File: config.mk
export PLATFORM = sky130hd
export DESIGN_NAME = cap_data_addr_check
export DESIGN_NICKNAME = d
export VERILOG_FILES = /design/src/rtl/cap_data_addr_pkg.sv /design/src/rtl/cap_addr_form.sv /design/src/rtl/cap_footprint.sv /design/src/rtl/cap_perm_check.sv /design/src/rtl/cap_bounds_check.sv /design/src/rtl/cap_data_addr_check.sv
export SDC_FILE = /design/constraint.sdc
export NUM_CORES = 1
export LEC_CHECK = 0
export ABC_CLOCK_PERIOD_IN_PS = 13050
export BUFFER_PORTS_ARGS = -buffer_cell sky130_fd_sc_hd__buf_4
export CAP_MARGIN = 25
export CORE_MARGIN = 4
export CORE_UTILIZATION = 58
export DETAILED_ROUTE_END_ITERATION = 10
export PLACE_DENSITY = 0.9
export SYNTH_ARGS = -nofsm -noshare
export SYNTH_HDL_FRONTEND = slang
export SYNTH_SLANG_ARGS = --single-unit
File: constraint.sdc
create_clock -name clk -period 13.05 [get_ports clk]
set_clock_uncertainty 0.05 [all_clocks]
set_input_delay 0.6525 -clock clk [delete_from_list [all_inputs] [get_ports clk]]
set_output_delay 0.6525 -clock clk [all_outputs]
set_load 0.01 [all_outputs]
File: src/rtl/cap_data_addr_pkg.sv
// Package: shared encodings for the capability data address checker.
// Assumes: the encodings below are fixed by the port contract in the brief.
package cap_data_addr_pkg;

    // Access kind codes presented on acc_kind.
    typedef enum logic [1:0] {
        KIND_LOAD  = 2'd0,
        KIND_STORE = 2'd1,
        KIND_FETCH = 2'd2,
        KIND_RSVD  = 2'd3
    } acc_kind_e;

    // Access width codes presented on acc_width.
    typedef enum logic [2:0] {
        WID_BYTE  = 3'd0,
        WID_HALF  = 3'd1,
        WID_WORD  = 3'd2,
        WID_DWORD = 3'd3,
        WID_WLEFT = 3'd4,
        WID_WRGHT = 3'd5,
        WID_DLEFT = 3'd6,
        WID_DRGHT = 3'd7
    } acc_width_e;

    // Fault cause codes; lower nonzero value means higher priority.
    typedef enum logic [2:0] {
        CAUSE_NONE   = 3'd0,
        CAUSE_TAG    = 3'd1,
        CAUSE_SEAL   = 3'd2,
        CAUSE_LOAD   = 3'd3,
        CAUSE_STORE  = 3'd4,
        CAUSE_LENGTH = 3'd5
    } fault_cause_e;

    // Width of a byte-count field able to hold 1..8.
    localparam int SIZE_W = 4;

endpackage

File: src/rtl/cap_addr_form.sv
// Module: forms the virtual address as cursor plus an unsigned offset.
// Assumes: wrap-around modulo 2^ADDR_W is the intended behaviour.
module cap_addr_form #(
    parameter int ADDR_W = 64
) (
    input  logic [ADDR_W-1:0] cursor,
    input  logic [ADDR_W-1:0] offset,
    output logic [ADDR_W-1:0] vaddr
);

    // Modular sum: the carry out of the top bit is dropped.
    always_comb begin
        vaddr = cursor + offset;
    end

endmodule

File: src/rtl/cap_footprint.sv
// Module: derives the start address and byte count an access touches.
// Assumes: width is one of the eight defined codes; aligned widths are
// checked from the address itself, partial widths from the bytes between
// the address and the edge of the enclosing word or doubleword.
module cap_footprint
    import cap_data_addr_pkg::*;
#(
    parameter int ADDR_W   = 64,
    parameter int WORD_LG  = 2,
    parameter int DWORD_LG = 3
) (
    input  logic [ADDR_W-1:0] vaddr,
    input  acc_width_e        width,
    output logic [ADDR_W-1:0] fp_start,
    output logic [SIZE_W-1:0] fp_size
);

    localparam int WORD_BYTES  = 1 << WORD_LG;
    localparam int DWORD_BYTES = 1 << DWORD_LG;

    logic [SIZE_W-1:0] wofs;
    logic [SIZE_W-1:0] dofs;
    logic [ADDR_W-1:0] word_floor;
    logic [ADDR_W-1:0] dword_floor;

    // Offsets within the enclosing word and doubleword, and their floors.
    always_comb begin
        wofs        = SIZE_W'(vaddr[WORD_LG-1:0]);
        dofs        = SIZE_W'(vaddr[DWORD_LG-1:0]);
        word_floor  = {vaddr[ADDR_W-1:WORD_LG], {WORD_LG{1'b0}}};
        dword_floor = {vaddr[ADDR_W-1:DWORD_LG], {DWORD_LG{1'b0}}};
    end

    // Select the start and size of the touched bytes for each width code.
    always_comb begin
        fp_start = vaddr;
        fp_size  = SIZE_W'(1);
        case (width)
            WID_BYTE:  fp_size = SIZE_W'(1);
            WID_HALF:  fp_size = SIZE_W'(2);
            WID_WORD:  fp_size = SIZE_W'(WORD_BYTES);
            WID_DWORD: fp_size = SIZE_W'(DWORD_BYTES);
            WID_WLEFT: fp_size = SIZE_W'(WORD_BYTES) - wofs;
            WID_WRGHT: begin
                fp_start = word_floor;
                fp_size  = wofs + SIZE_W'(1);
            end
            WID_DLEFT: fp_size = SIZE_W'(DWORD_BYTES) - dofs;
            WID_DRGHT: begin
                fp_start = dword_floor;
                fp_size  = dofs + SIZE_W'(1);
            end
            default:   fp_size = SIZE_W'(1);
        endcase
    end

endmodule

File: src/rtl/cap_perm_check.sv
// Module: tag, seal and permission checks on the default data capability.
// Assumes: only load and store kinds are legal; fetch and the reserved code
// are flagged as an internal error and skip the permission test.
module cap_perm_check
    import cap_data_addr_pkg::*;
(
    input  logic         tag,
    input  logic         sealed,
    input  logic         load_ok,
    input  logic         store_ok,
    input  acc_kind_e    kind,
    output fault_cause_e perm_cause,
    output logic         fetch_err
);

    // Flag any kind that is neither load nor store.
    always_comb begin
        fetch_err = (kind != KIND_LOAD) && (kind != KIND_STORE);
    end

    // Priority chain: tag, then seal, then the permission for the kind.
    always_comb begin
        if (!tag) begin
            perm_cause = CAUSE_TAG;
        end else if (sealed) begin
            perm_cause = CAUSE_SEAL;
        end else if (kind == KIND_LOAD && !load_ok) begin
            perm_cause = CAUSE_LOAD;
        end else if (kind == KIND_STORE && !store_ok) begin
            perm_cause = CAUSE_STORE;
        end else begin
            perm_cause = CAUSE_NONE;
        end
    end

endmodule

File: src/rtl/cap_bounds_check.sv
// Module: tests a byte footprint against the capability bounds.
// Assumes: top is an exclusive bound one bit wider than the address so the
// end of the footprint can reach 2^ADDR_W without wrapping.
module cap_bounds_check
    import cap_data_addr_pkg::*;
#(
    parameter int ADDR_W = 64
) (
    input  logic [ADDR_W-1:0] fp_start,
    input  logic [SIZE_W-1:0] fp_size,
    input  logic [ADDR_W-1:0] base,
    input  logic [ADDR_W:0]   top,
    output logic              out_of_bounds
);

    logic [ADDR_W:0] fp_end;

    // Exclusive end of the footprint, carried into the extra bit.
    always_comb begin
        fp_end = {1'b0, fp_start} + (ADDR_W+1)'(fp_size);
    end

    // Out of bounds if the end passes top or the start is under base.
    always_comb begin
        out_of_bounds = (fp_end > top) || (fp_start < base);
    end

endmodule

File: src/rtl/cap_data_addr_check.sv
// Module: top of the capability-relative data address checker. Combines
// address formation, footprint, permission and bounds checks, picks the
// highest-priority cause, and registers the result for one cycle.
// Assumes: inputs are stable around the rising edge; reset is synchronous
// and active low; every fault reports capability register 0.
module cap_data_addr_check
    import cap_data_addr_pkg::*;
#(
    parameter int ADDR_W = 64,
    parameter int REG_W  = 5
) (
    input  logic              clk,
    input  logic              rst_n,
    input  logic [1:0]        acc_kind,
    input  logic [2:0]        acc_width,
    input  logic [ADDR_W-1:0] acc_offset,
    input  logic              dc_tag,
    input  logic              dc_sealed,
    input  logic              dc_load_ok,
    input  logic              dc_store_ok,
    input  logic [ADDR_W-1:0] dc_cursor,
    input  logic [ADDR_W-1:0] dc_base,
    input  logic [ADDR_W:0]   dc_top,
    output logic [ADDR_W-1:0] chk_vaddr,
    output logic              chk_fault,
    output logic [2:0]        chk_cause,
    output logic [REG_W-1:0]  chk_capreg,
    output logic              chk_fetch_err
);

    logic [ADDR_W-1:0] vaddr_c;
    logic [ADDR_W-1:0] fp_start;
    logic [SIZE_W-1:0] fp_size;
    fault_cause_e      perm_cause;
    fault_cause_e      final_cause;
    logic              fetch_err_c;
    logic              oob;

    cap_addr_form #(.ADDR_W(ADDR_W)) u_form (
        .cursor (dc_cursor),
        .offset (acc_offset),
        .vaddr  (vaddr_c)
    );

    cap_footprint #(.ADDR_W(ADDR_W)) u_fp (
        .vaddr    (vaddr_c),
        .width    (acc_width_e'(acc_width)),
        .fp_start (fp_start),
        .fp_size  (fp_size)
    );

    cap_perm_check u_perm (
        .tag        (dc_tag),
        .sealed     (dc_sealed),
        .load_ok    (dc_load_ok),
        .store_ok   (dc_store_ok),
        .kind       (acc_kind_e'(acc_kind)),
        .perm_cause (perm_cause),
        .fetch_err  (fetch_err_c)
    );

    cap_bounds_check #(.ADDR_W(ADDR_W)) u_bounds (
        .fp_start      (fp_start),
        .fp_size       (fp_size),
        .base          (dc_base),
        .top           (dc_top),
        .out_of_bounds (oob)
    );

    // Length fault only when no earlier-priority cause is present.
    always_comb begin
        if (perm_cause != CAUSE_NONE) begin
            final_cause = perm_cause;
        end else if (oob) begin
            final_cause = CAUSE_LENGTH;
        end else begin
            final_cause = CAUSE_NONE;
        end
    end

    // Output register with synchronous active-low reset.
    always_ff @(posedge clk) begin
        if (!rst_n) begin
            chk_vaddr     <= '0;
            chk_fault     <= 1'b0;
            chk_cause     <= 3'd0;
            chk_fetch_err <= 1'b0;
        end else begin
            chk_vaddr     <= vaddr_c;
            chk_fault     <= (final_cause != CAUSE_NONE);
            chk_cause     <= final_cause;
            chk_fetch_err <= fetch_err_c;
        end
    end

    // Faults always name the default data capability, register zero.
    always_comb begin
        chk_capreg = '0;
    end

    // Liveness flag: outputs reflect sampled inputs from the previous edge.
    logic chk_live;
    always_ff @(posedge clk) begin
        if (!rst_n) chk_live <= 1'b0;
        else        chk_live <= 1'b1;
    end

    AST_TAG_FIRST: assert property (@(posedge clk) disable iff (!rst_n)
        chk_live && !$past(dc_tag) |-> chk_fault && chk_cause == CAUSE_TAG)
        else $error("tag fault not reported first");
    AST_SEAL_NEXT: assert property (@(posedge clk) disable iff (!rst_n)
        chk_live && $past(dc_tag && dc_sealed) |-> chk_cause == CAUSE_SEAL)
        else $error("seal fault not reported");
    AST_FETCH_FLAG: assert property (@(posedge clk) disable iff (!rst_n)
        chk_live && $past(acc_kind == KIND_FETCH) |-> chk_fetch_err)
        else $error("fetch kind not flagged");
    AST_ADDR_FORM: assert property (@(posedge clk) disable iff (!rst_n)
        chk_live |-> chk_vaddr == $past(dc_cursor + acc_offset))
        else $error("address not cursor plus offset");
    AST_ABOVE_BASE: assert property (@(posedge clk) disable iff (!rst_n)
        chk_live && !chk_fault |-> chk_vaddr >= $past(dc_base))
        else $error("clean result below base");
    AST_QUIET_CAUSE: assert property (@(posedge clk) disable iff (!rst_n)
        !chk_fault |-> chk_cause == 3'd0)
        else $error("cause nonzero without fault");

endmodule

# After elaboration in Yosys (flattened, before gate mapping)
# Cells that the tools add are included.
totals:
  reg_bits: 69
  output_inout_bits: 74
  elab_cells: 40
classes:
  add_sub_neg: 6
  magnitude_cmp: 2
  eq_ne: 9
  mux: 8
  n_reduce_logical: 11
op_table:
  columns: ["operator", "n"]
  rows:
  - ["$add A64 B4 Y65", 1]
  - ["$gt A65 B65 Y1", 1]
  - ["$add A64 B64 Y64", 1]
  - ["$lt A64 B64 Y1", 1]
  - ["$pmux W4 S8", 1]
  - ["$mux W3", 6]
  - ["$eq A3 B3 Y1 const B", 4]
  - ["$eq A3 B2 Y1 const B", 2]
  - ["$pmux W3 S2", 1]
  - ["$reduce_bool A3 Y1", 2]
  - ["$add A3 B1 Y4 const B", 1]
  - ["$sub A3 B2 Y4 const A", 1]
  - ["$sub A4 B3 Y4 const A", 1]
  - ["$add A2 B1 Y3 const B", 1]
  - ["$eq A3 B1 Y1 const B", 1]
  - ["$logic_and A1 B1 Y1", 3]
  - ["$logic_not A3 Y1", 1]
  - ["$eq A2 B1 Y1 const B", 1]
  - ["$logic_not A1 Y1", 2]
  - ["$logic_not A2 Y1", 1]
  - ["$ne A2 B1 Y1 const B", 1]
  - ["$reduce_bool A2 Y1", 1]
  - ["$logic_or A1 B1 Y1", 1]

# Longest topological paths before layout
# Gate-level depths: netlist of run 1.
logic_depth:
  depth_word: 9
  ltp_mapped: 31
  depth_no_buf: 31

# Modules after synthesis
# From an unflattened synthesis of run 1, not the netlist that was laid out.
unflattened:
  cells_unflattened: 1468
  area_unflattened_um2: 10956.8
modules_own_cells:
  columns: ["mod", "n_inst", "cells_per_inst", "area_per_inst_um2", "seq_area_each_um2"]
  rows:
  - ["cap_bounds_check", 1, 639, 4431.8, 0.0]
  - ["cap_addr_form", 1, 579, 3902.5, 0.0]
  - ["cap_data_addr_check", 1, 153, 1921.8, 1381.3]
  - ["cap_footprint", 1, 91, 658.1, 0.0]
  - ["cap_perm_check", 1, 6, 42.5, 0.0]

# Worst setup path before layout of run 1
# OpenSTA, ideal clock, no wires.
synth_path:
  path_type: "input port to flip-flop"
  startpoint: "input acc_offset[0]"
  endpoint: "register chk_cause[2]"
  t_arrival_ns: 6.547
  slack_ns: 6.322
  path_stages: 30
  path_buffers: 0
  path_cell_list: "ha_1 -> fa_1 -> ha_1 -> nand2_1 -> o21ai_0 -> inv_1 -> fa_1 -> nor2b_1 -> o21ai_0 -> nand2b_1 -> and4_1 -> and4_1 -> nand2_1 -> nor4_1 -> nand2_1 -> nor4_4 -> nand2_1 -> xnor2_1 -> ha_1 -> a21o_1 -> a21o_1 -> a21o_1 -> a21o_1 -> a21o_1 -> a21o_1 -> a21o_1 -> a221oi_1 -> nand4_1 -> a22oi_1 -> o31ai_1"
synth_via:
  elab_chain_cells: 8
  word_cells_on_any_way: 13
  cone_classes: "add/sub (6); order compare (2); mux (4); reduce/logical (1)"
synth_rtl:
  columns: ["element", "line_no", "rtl"]
  rows:
  - ["from (decl)", "cap_data_addr_check.sv:16", "input logic [ADDR_W-1:0] acc_offset,"]
  - ["$add A64 B64 Y64 (*)", "cap_addr_form.sv:13", "vaddr = cursor + offset;"]
  - ["via u_form.vaddr[1]", "cap_addr_form.sv:8", "output logic [ADDR_W-1:0] vaddr"]
  - ["$sub A4 B3 Y4 (tied with other cells)", "cap_footprint.sv:48", "WID_DLEFT: fp_size = SIZE_W'(DWORD_BYTES) - dofs;"]
  - ["$pmux W4 S8", "cap_footprint.sv:38", "case (width)"]
  - ["$add A64 B4 Y65", "cap_bounds_check.sv:20", "fp_end = {1'b0, fp_start} + (ADDR_W+1)'(fp_size);"]
  - ["$gt A65 B65 Y1", "cap_bounds_check.sv:25", "out_of_bounds = (fp_end > top) || (fp_start < base);"]
  - ["$logic_or A1 B1 Y1 (*)", "cap_bounds_check.sv:25", null]
  - ["$mux W3 (*)", "cap_data_addr_check.sv:74", "end else if (oob) begin"]
  - ["$mux W3 (*)", "cap_data_addr_check.sv:72", "if (perm_cause != CAUSE_NONE) begin"]
  - ["to (signal assigned)", "cap_data_addr_check.sv:91", "chk_cause <= final_cause;"]
  - ["to (decl)", "cap_data_addr_check.sv:26", "output logic [2:0] chk_cause,"]
# The timed path passes the listed nets; every way through them passes the cells marked *.
# A chain may end at the register's enable or synchronous reset.

# Worst setup path after layout of run 1
layout_path:
  startpoint: "input acc_offset[0]"
  endpoint: "register chk_cause[0]"
# The elaborated chain is that of the path after synthesis.

==> results.json, run 1 <==
{
  "status": "completed",
  "htreeDepth": 3,
  "critPathArrivalTime_ns": 7.64,
  "nets": 2279,
  "tns_ns": 0,
  "antenna_found_initial": 2,
  "yosysTopAreaCell": "ha_1",
  "firstDrtPassIters": 5,
  "maxCapViolCount": 0,
  "setup_viol": 0,
  "grt_busiest_layer": "met2",
  "seq_area_frac_synth_pct": 12.4,
  "cts_buffers": 9,
  "placementRows": 50,
  "crit_path_end": "chk_cause[0]",
  "synth_cell_types": 91,
  "finalHoldViolations": 0,
  "grt_max_degree": 44,
  "grt_pass1_vias": 12406,
  "ant_nets": 0,
  "period_share_pct": 57.3,
  "peakVddDrop_uv": 65.8,
  "dpl.hpwl_um": 35300,
  "use_met3_pct": 6.01,
  "critPathCaptureType": "flop",
  "vias": 12755,
  "synth_mux_area_share_pct": 0.459,
  "rsz0062_at_grt": "false",
  "totalWireLength_um": 41400,
  "remaining_drc_errors": 0,
  "grtUsageMet1_pct": 47.2,
  "synth_xor_area_share_pct": 8.42,
  "gr-usage-met2_pct": 61.0,
  "path_clk_slew_ns": 0.06,
  "port_buffers": 336,
  "synth_edf_count": 0,
  "yosys_warnings": 0,
  "die_area_um2": 21600,
  "synth.area.top_cells": "ha_1, dfxtp_1, inv_1, xnor2_1, a21o_1",
  "grt_usage_pct": 36.8,
  "grt_remaining_overflow": 0,
  "vias_per_cell": 6.14,
  "final_area_um2": 14200,
  "post_cts_buffers": 0,
  "syn_area_um2": 11200,
  "boundaryPins": 342,
  "fin_crit_ns": 7.48,
  "cts_tree": "built",
  "worstMarginPinSlew_ns": 0.971,
  "synthSimpleGateAreaFrac_pct": 24.8,
  "power.density_nw_per_um2": 92.9,
  "synth_seq_cells": 69,
  "slowest_delay_ns": 0.71,
  "setup.worst_path.class": "input port to flop",
  "clockBufferDepth": 2,
  "synth_top_area_share_pct": 22.1,
  "p_leak_nw": 7.34,
  "wl_per_cell_um": 19.9,
  "grt_pass1_wl_um": 64700,
  "coreArea_um2": 18800,
  "ys_async_sr_fraction_pct": 0,
  "initialDrtViolationCount": 1107,
  "synth_compound_area_share_pct": 24.0,
  "cts_sinks": 69,
  "drive_gt1_share_pct": 21.7,
  "initial_core_util_pct": 59.3,
  "crit_top_cell": "a21o_1",
  "hp-class": "input port to flop",
  "root_buffer": "clkbuf_16",
  "synthAdderAreaFrac_pct": 22.4,
  "die_h_um": 147,
  "required_ns": 13.21,
  "cp-start-kind": "input port",
  "worstSetupStartpoint": "acc_offset[0]",
  "holdBufCountCts": 0,
  "synth_top_family_by_area": "simple AND/OR/NAND/NOR gates",
  "synth_ff_type": "dfxtp_1",
  "fmax_mhz": 134,
  "place.gp.congestion": 0.984,
  "syn_area_per_cell_um2": 7.49,
  "area_delta_synth_final_pct": 27.3,
  "ctsResizeCount": 0,
  "report.final.slew_viol_count": 0,
  "relSlewSlack_pct": 34.8,
  "synth_cells": 1492,
  "totalPowerFinal_mw": 1.32,
  "die_w_um": 147,
  "crit_path_top_delay_cell": "nor4_1",
  "cp_max_fo": 6,
  "dpl_cell_area_um2": 13900
}
stage by stage:
step / instances / util, % / worst slack, ns / hold slack (ns)
finish: 2078 / 75.6 / 5.57 / 0.485
global route: 2078 / 75.6 / 5.08 / 0.482
CTS: 2076 / 75.5 / 5.63 / 0.480
detailed placement: 2060 / 73.9 / 5.30 / 0.830
global placement: 2060 / 73.9 / 5.36 / 0.830
floorplan: 1496 / - / 6.32 / 0.709
cell usage after synthesis, types with 6 or more instances:
library cell and instances:
a221oi_1 7, o21bai_1 14, inv_1 173, buf_2 9, nor2b_1 18, xnor2_1 70, and2_1 56, dfxtp_1 69
a211oi_1 7, and4_1 10, a31oi_1 15, nand4_1 71, and3_1 14, o21a_1 21, xor2_1 30, nor2_1 93
nor3_1 43, o211ai_1 8, buf_4 6, ha_1 197, a21o_1 73, nor4_1 18, clkbuf_1 23, nand2_1 108
a21oi_1 105, or3_1 10, nand2b_1 11, o31ai_1 8, nand3_1 22, o21ai_1 6, o21ai_0 54
logic make-up (layout without fill, tap and decap cells):
| kind of cell | after synthesis | after routing |
|---|---|---|
| AO/OA/AOI/OAI | 393 | 393 |
| adder cells (fa/ha/maj) | 199 | 199 |
| buffers and inverters | 213 | 534 |
| XOR/XNOR | 104 | 104 |
| flip-flops | 69 | 69 |
| AND/OR/NAND/NOR | 508 | 508 |
| multiplexers | 5 | 5 |
| other | 1 | 6 |
sequential cells by signal, summed over array words and instances (netlist names):
register,cells
chk_vaddr,64
chk_fetch_err,1
chk_cause,3
chk_fault,1
cells in the final DEF, fill, tap and decap left out, types with 6 or more instances in the layout:
master,count
nor2b_1,18
xor2_1,30
o21ai_1,6
o211ai_1,8
xnor2_1,70
nand4_1,71
o21bai_1,14
o21ai_0,54
clkbuf_16,9
ha_1,197
and3_1,14
a221oi_1,7
and4_1,10
o21a_1,21
a211oi_1,7
and2_1,56
nor2_1,93
a21oi_1,105
o31ai_1,8
nor4_1,18
inv_1,173
nand3_1,22
nand2b_1,11
a21o_1,73
dfxtp_1,69
or3_1,10
nand2_1,108
buf_4,343
a31oi_1,15
nor3_1,43
layout make-up:
class | count | area [µm²]
clock inverters | 6 | 70.1
flip-flops and latches | 69 | 1380
diodes | 1 | 2.50
fillers | 1486 | 4600
well taps | 260 | 325
clock buffers | 10 | 239
multi-input cells | 1214 | 8980
inverters | 174 | 653
repair buffers | 344 | 2580
power by group:
part	internal (mW)	switching, mW
Clock	0.155	0.110
Sequential	0.239	0.0103
Combinational	0.347	0.461
Total	0.741	0.581
worst max-delay path: cells and delay by family:
| family | cells | cell delay (ns) |
|---|---|---|
| AND/OR/NAND/NOR | 10 | 2.54 |
| buffers and inverters | 2 | 0.26 |
| adder cells (fa/ha/maj) | 5 | 1.58 |
| XOR/XNOR | 1 | 0.14 |
| AO/OA/AOI/OAI | 14 | 2.44 |
metal layers:
layer / wire length (µm) / vias to the layer above
li1: - / 6048
met1: 16600 / 5831
met2: 18900 / 743
met3: 3940 / 133
met4: 1960 / 0
met5: 0 / -
worst min path at each step:
stage	startpoint	endpoint	slack, ns	cells after the start
after detailed placement	acc_kind[1]	chk_fetch_err	0.83	2
after global routing	acc_kind[1]	chk_fetch_err	0.48	2
after CTS	acc_kind[1]	chk_fetch_err	0.48	2
final	acc_kind[1]	chk_fetch_err	0.48	2
after global placement	dc_sealed	chk_cause[0]	0.83	2
after floorplan	dc_sealed	chk_cause[0]	0.71	1
Note: power is estimated with default switching activity, not from simulation.
==> run 2: changes to the inputs <==
--- a/config.mk
+++ b/config.mk
@@ -5,13 +5,14 @@
 export SDC_FILE = /design/constraint.sdc
 export NUM_CORES = 1
 export LEC_CHECK = 0
-export ABC_CLOCK_PERIOD_IN_PS = 13050
+export ABC_AREA = 1
+export ABC_CLOCK_PERIOD_IN_PS = 7500
 export BUFFER_PORTS_ARGS = -buffer_cell sky130_fd_sc_hd__buf_4
 export CAP_MARGIN = 25
 export CORE_MARGIN = 4
-export CORE_UTILIZATION = 58
+export CORE_UTILIZATION = 57
 export DETAILED_ROUTE_END_ITERATION = 10
-export PLACE_DENSITY = 0.9
+export PLACE_DENSITY = 0.85
 export SYNTH_ARGS = -nofsm -noshare
 export SYNTH_HDL_FRONTEND = slang
 export SYNTH_SLANG_ARGS = --single-unit
==> constraint.sdc (replaced) <==
create_clock -name clk -period 7.5 [get_ports clk]
set_clock_uncertainty 0.05 [all_clocks]
set_input_delay 0.375 -clock clk [delete_from_list [all_inputs] [get_ports clk]]
set_output_delay 0.375 -clock clk [all_outputs]
set_load 0.01 [all_outputs]
==> run 2 against run 1 <==
Effect of this change:
- utilization fell by 3.9 points
- total power grew 87%
- global-route usage increased by 0.62 points
- combinational power up 86%
- clock power grew 110%
- setup slack worse by 4.2 ns
- first-iteration DRC count is 70% higher
- critical path depth up 8
- cell count rose by 58%
- sequential power is 68% higher
- via count up 39%
- critical path type unchanged
- critical endpoint unchanged
==> results.json, run 2 <==
{
  "status": "completed",
  "synth_edf_count": 0,
  "cts_tree": "built",
  "placementRows": 57,
  "wl_per_cell_um": 16.6,
  "yosysTopAreaCell": "nand2_1",
  "setup_viol": 0,
  "nets": 3427,
  "cp_max_fo": 5,
  "cp-start-kind": "input port",
  "ys_async_sr_fraction_pct": 0,
  "seq_area_frac_synth_pct": 9.67,
  "critPathCaptureType": "flop",
  "period_share_pct": 81.7,
  "slowest_delay_ns": 0.59,
  "p_leak_nw": 10.9,
  "port_buffers": 336,
  "firstDrtPassIters": 8,
  "totalWireLength_um": 54600,
  "yosys_warnings": 0,
  "peakVddDrop_uv": 103,
  "worstMarginPinSlew_ns": 0.845,
  "boundaryPins": 342,
  "dpl.hpwl_um": 47600,
  "vias_per_cell": 5.40,
  "holdBufCountCts": 0,
  "initial_core_util_pct": 58.4,
  "syn_area_per_cell_um2": 5.45,
  "cts_sinks": 69,
  "top_register": "chk_vaddr",
  "die_area_um2": 27700,
  "drive_gt1_share_pct": 17.8,
  "required_ns": 7.75,
  "die_w_um": 166,
  "grt_remaining_overflow": 0,
  "post_cts_buffers": 0,
  "synth_ff_type": "dfxtp_1",
  "final_common_cell": "nand2_1",
  "syn_area_um2": 14300,
  "relSlewSlack_pct": 43.7,
  "grt_usage_pct": 37.4,
  "rsz0062_at_grt": "false",
  "crit_path_top_delay_cell": "fa_1",
  "reg_top3": "chk_vaddr x64, chk_cause x3",
  "critPathArrivalTime_ns": 6.38,
  "grt_pass1_vias": 16810,
  "dr_wl_met3_um": 5930,
  "cts_buffers": 9,
  "grt_max_degree": 65,
  "fin_crit_ns": 6.13,
  "vias": 17755,
  "synth_cells": 2621,
  "remaining_drc_errors": 0,
  "synth_cell_types": 47,
  "path_clk_slew_ns": 0.07,
  "tns_ns": 0,
  "n_antenna_cell": 0,
  "dpl_cell_area_um2": 17200,
  "fillers": 2172,
  "ctsResizeCount": 0,
  "synth_top_area_share_pct": 23.5,
  "setup.worst_path.class": "input port to flop",
  "synth.most_common_cell": "nand2_1",
  "area_delta_synth_final_pct": 22.7,
  "layout_common_cells": "nand2_1, inv_1, buf_4",
  "hp-class": "input port to flop",
  "largest_reg_flops": 64,
  "htreeDepth": 3,
  "grt_pass1_wl_um": 84700,
  "power.density_nw_per_um2": 141,
  "initialDrtViolationCount": 1885,
  "synth.area.top_cells": "nand2_1, ha_1, inv_1, dfxtp_1, nor2_1",
  "maxCapViolCount": 0,
  "synth_common_cells": "nand2_1, inv_1, nor2_1",
  "dr_wl_met2_um": 24600,
  "synth_seq_cells": 69,
  "report.final.slew_viol_count": 0,
  "top_layer_used": "met4",
  "crit_top_cell": "nand2_1",
  "place.gp.congestion": 0.985,
  "antenna_found_initial": 0,
  "met1_length_um": 21400,
  "final_area_um2": 17500,
  "root_buffer": "clkbuf_16",
  "finalHoldViolations": 0,
  "coreArea_um2": 24500,
  "clockBufferDepth": 2,
  "fmax_mhz": 163,
  "die_h_um": 166,
  "ant_nets": 0
}
==> run 2: cell count changes after synthesis, moves of 19 or more <==
cell,change
a21o_1,-71
and2_1,-53
inv_1,+431
nand2_1,+785
nand2_2,+68
nand3_1,+107
nand3_2,+20
nand4_1,-23
nor2_1,+124
nor2_2,+38
nor3_1,-21
o21a_1,-21
o21ai_0,-19
xnor2_1,-65
==> run 2: cell type report <==
type / instances / area [µm²] / area share [%]
multi-input combinational: 1924 / 10500 / 60.0
sequential: 69 / 1380 / 7.88
clock inverter: 5 / 106 / 0.607
tap: 324 / 405 / 2.31
inverter: 619 / 2320 / 13.3
timing repair buffer: 337 / 2530 / 14.4
clock buffer: 11 / 253 / 1.44
==> run 2: critical path, delay by kind of cell <==
family | cells | cell delay (ns)
adder cells (fa/ha/maj) | 5 | 1.83
AND/OR/NAND/NOR | 25 | 2.93
AO/OA/AOI/OAI | 5 | 0.84
buffers and inverters | 5 | 0.39
==> run 2: final timing paths <==
kind | start | endpoint | slack, ns | depth (start not counted)
worst max-delay path | acc_offset[0] | chk_cause[0] | 1.37 | 40
worst min-delay path | acc_kind[1] | chk_fetch_err | 0.18 | 3
==> run 2: per-stage QoR <==
step / instances / setup WS (ns) / total power [mW] / utilization (%) / hold slack (ns)
finish: 3289 / 1.37 / 2.47 / 71.6 / 0.182
global route: 3289 / 0.855 / 2.64 / 71.6 / 0.203
CTS: 3289 / 1.50 / 2.43 / 71.6 / 0.179
detailed placement: 3273 / 1.16 / 1.88 / 70.2 / 0.540
global placement: 3273 / 1.42 / 1.84 / 70.2 / 0.529
floorplan: 2625 / 2.30 / 1.37 / - / 0.418
==> run 2: routing by layer <==
layer / global-route usage [%] / up-vias
met3: 5.78 / 184
met2: 62.7 / 1048
met5: 0 / -
li1: - / 8650
met4: 16.1 / 0
met1: 47.9 / 7873
==> run 2: cells by family after synthesis <==
logic type | count (synthesis) | share of synthesized area [%]
compound gates | 180 | 6.71
xor+xnor | 47 | 2.88
fa+ha+maj | 199 | 17.5
buf+inv | 632 | 16.8
flops | 69 | 9.67
other cells | 1 | 0.0263
simple gates | 1493 | 46.4
==> run 2: power by group <==
part,leakage [nW],internal (mW),total (mW),switching [mW]
Combinational,10.2,0.539,1.50,0.966
Sequential,0.575,0.409,0.421,0.0119
Clock,0.172,0.345,0.546,0.201
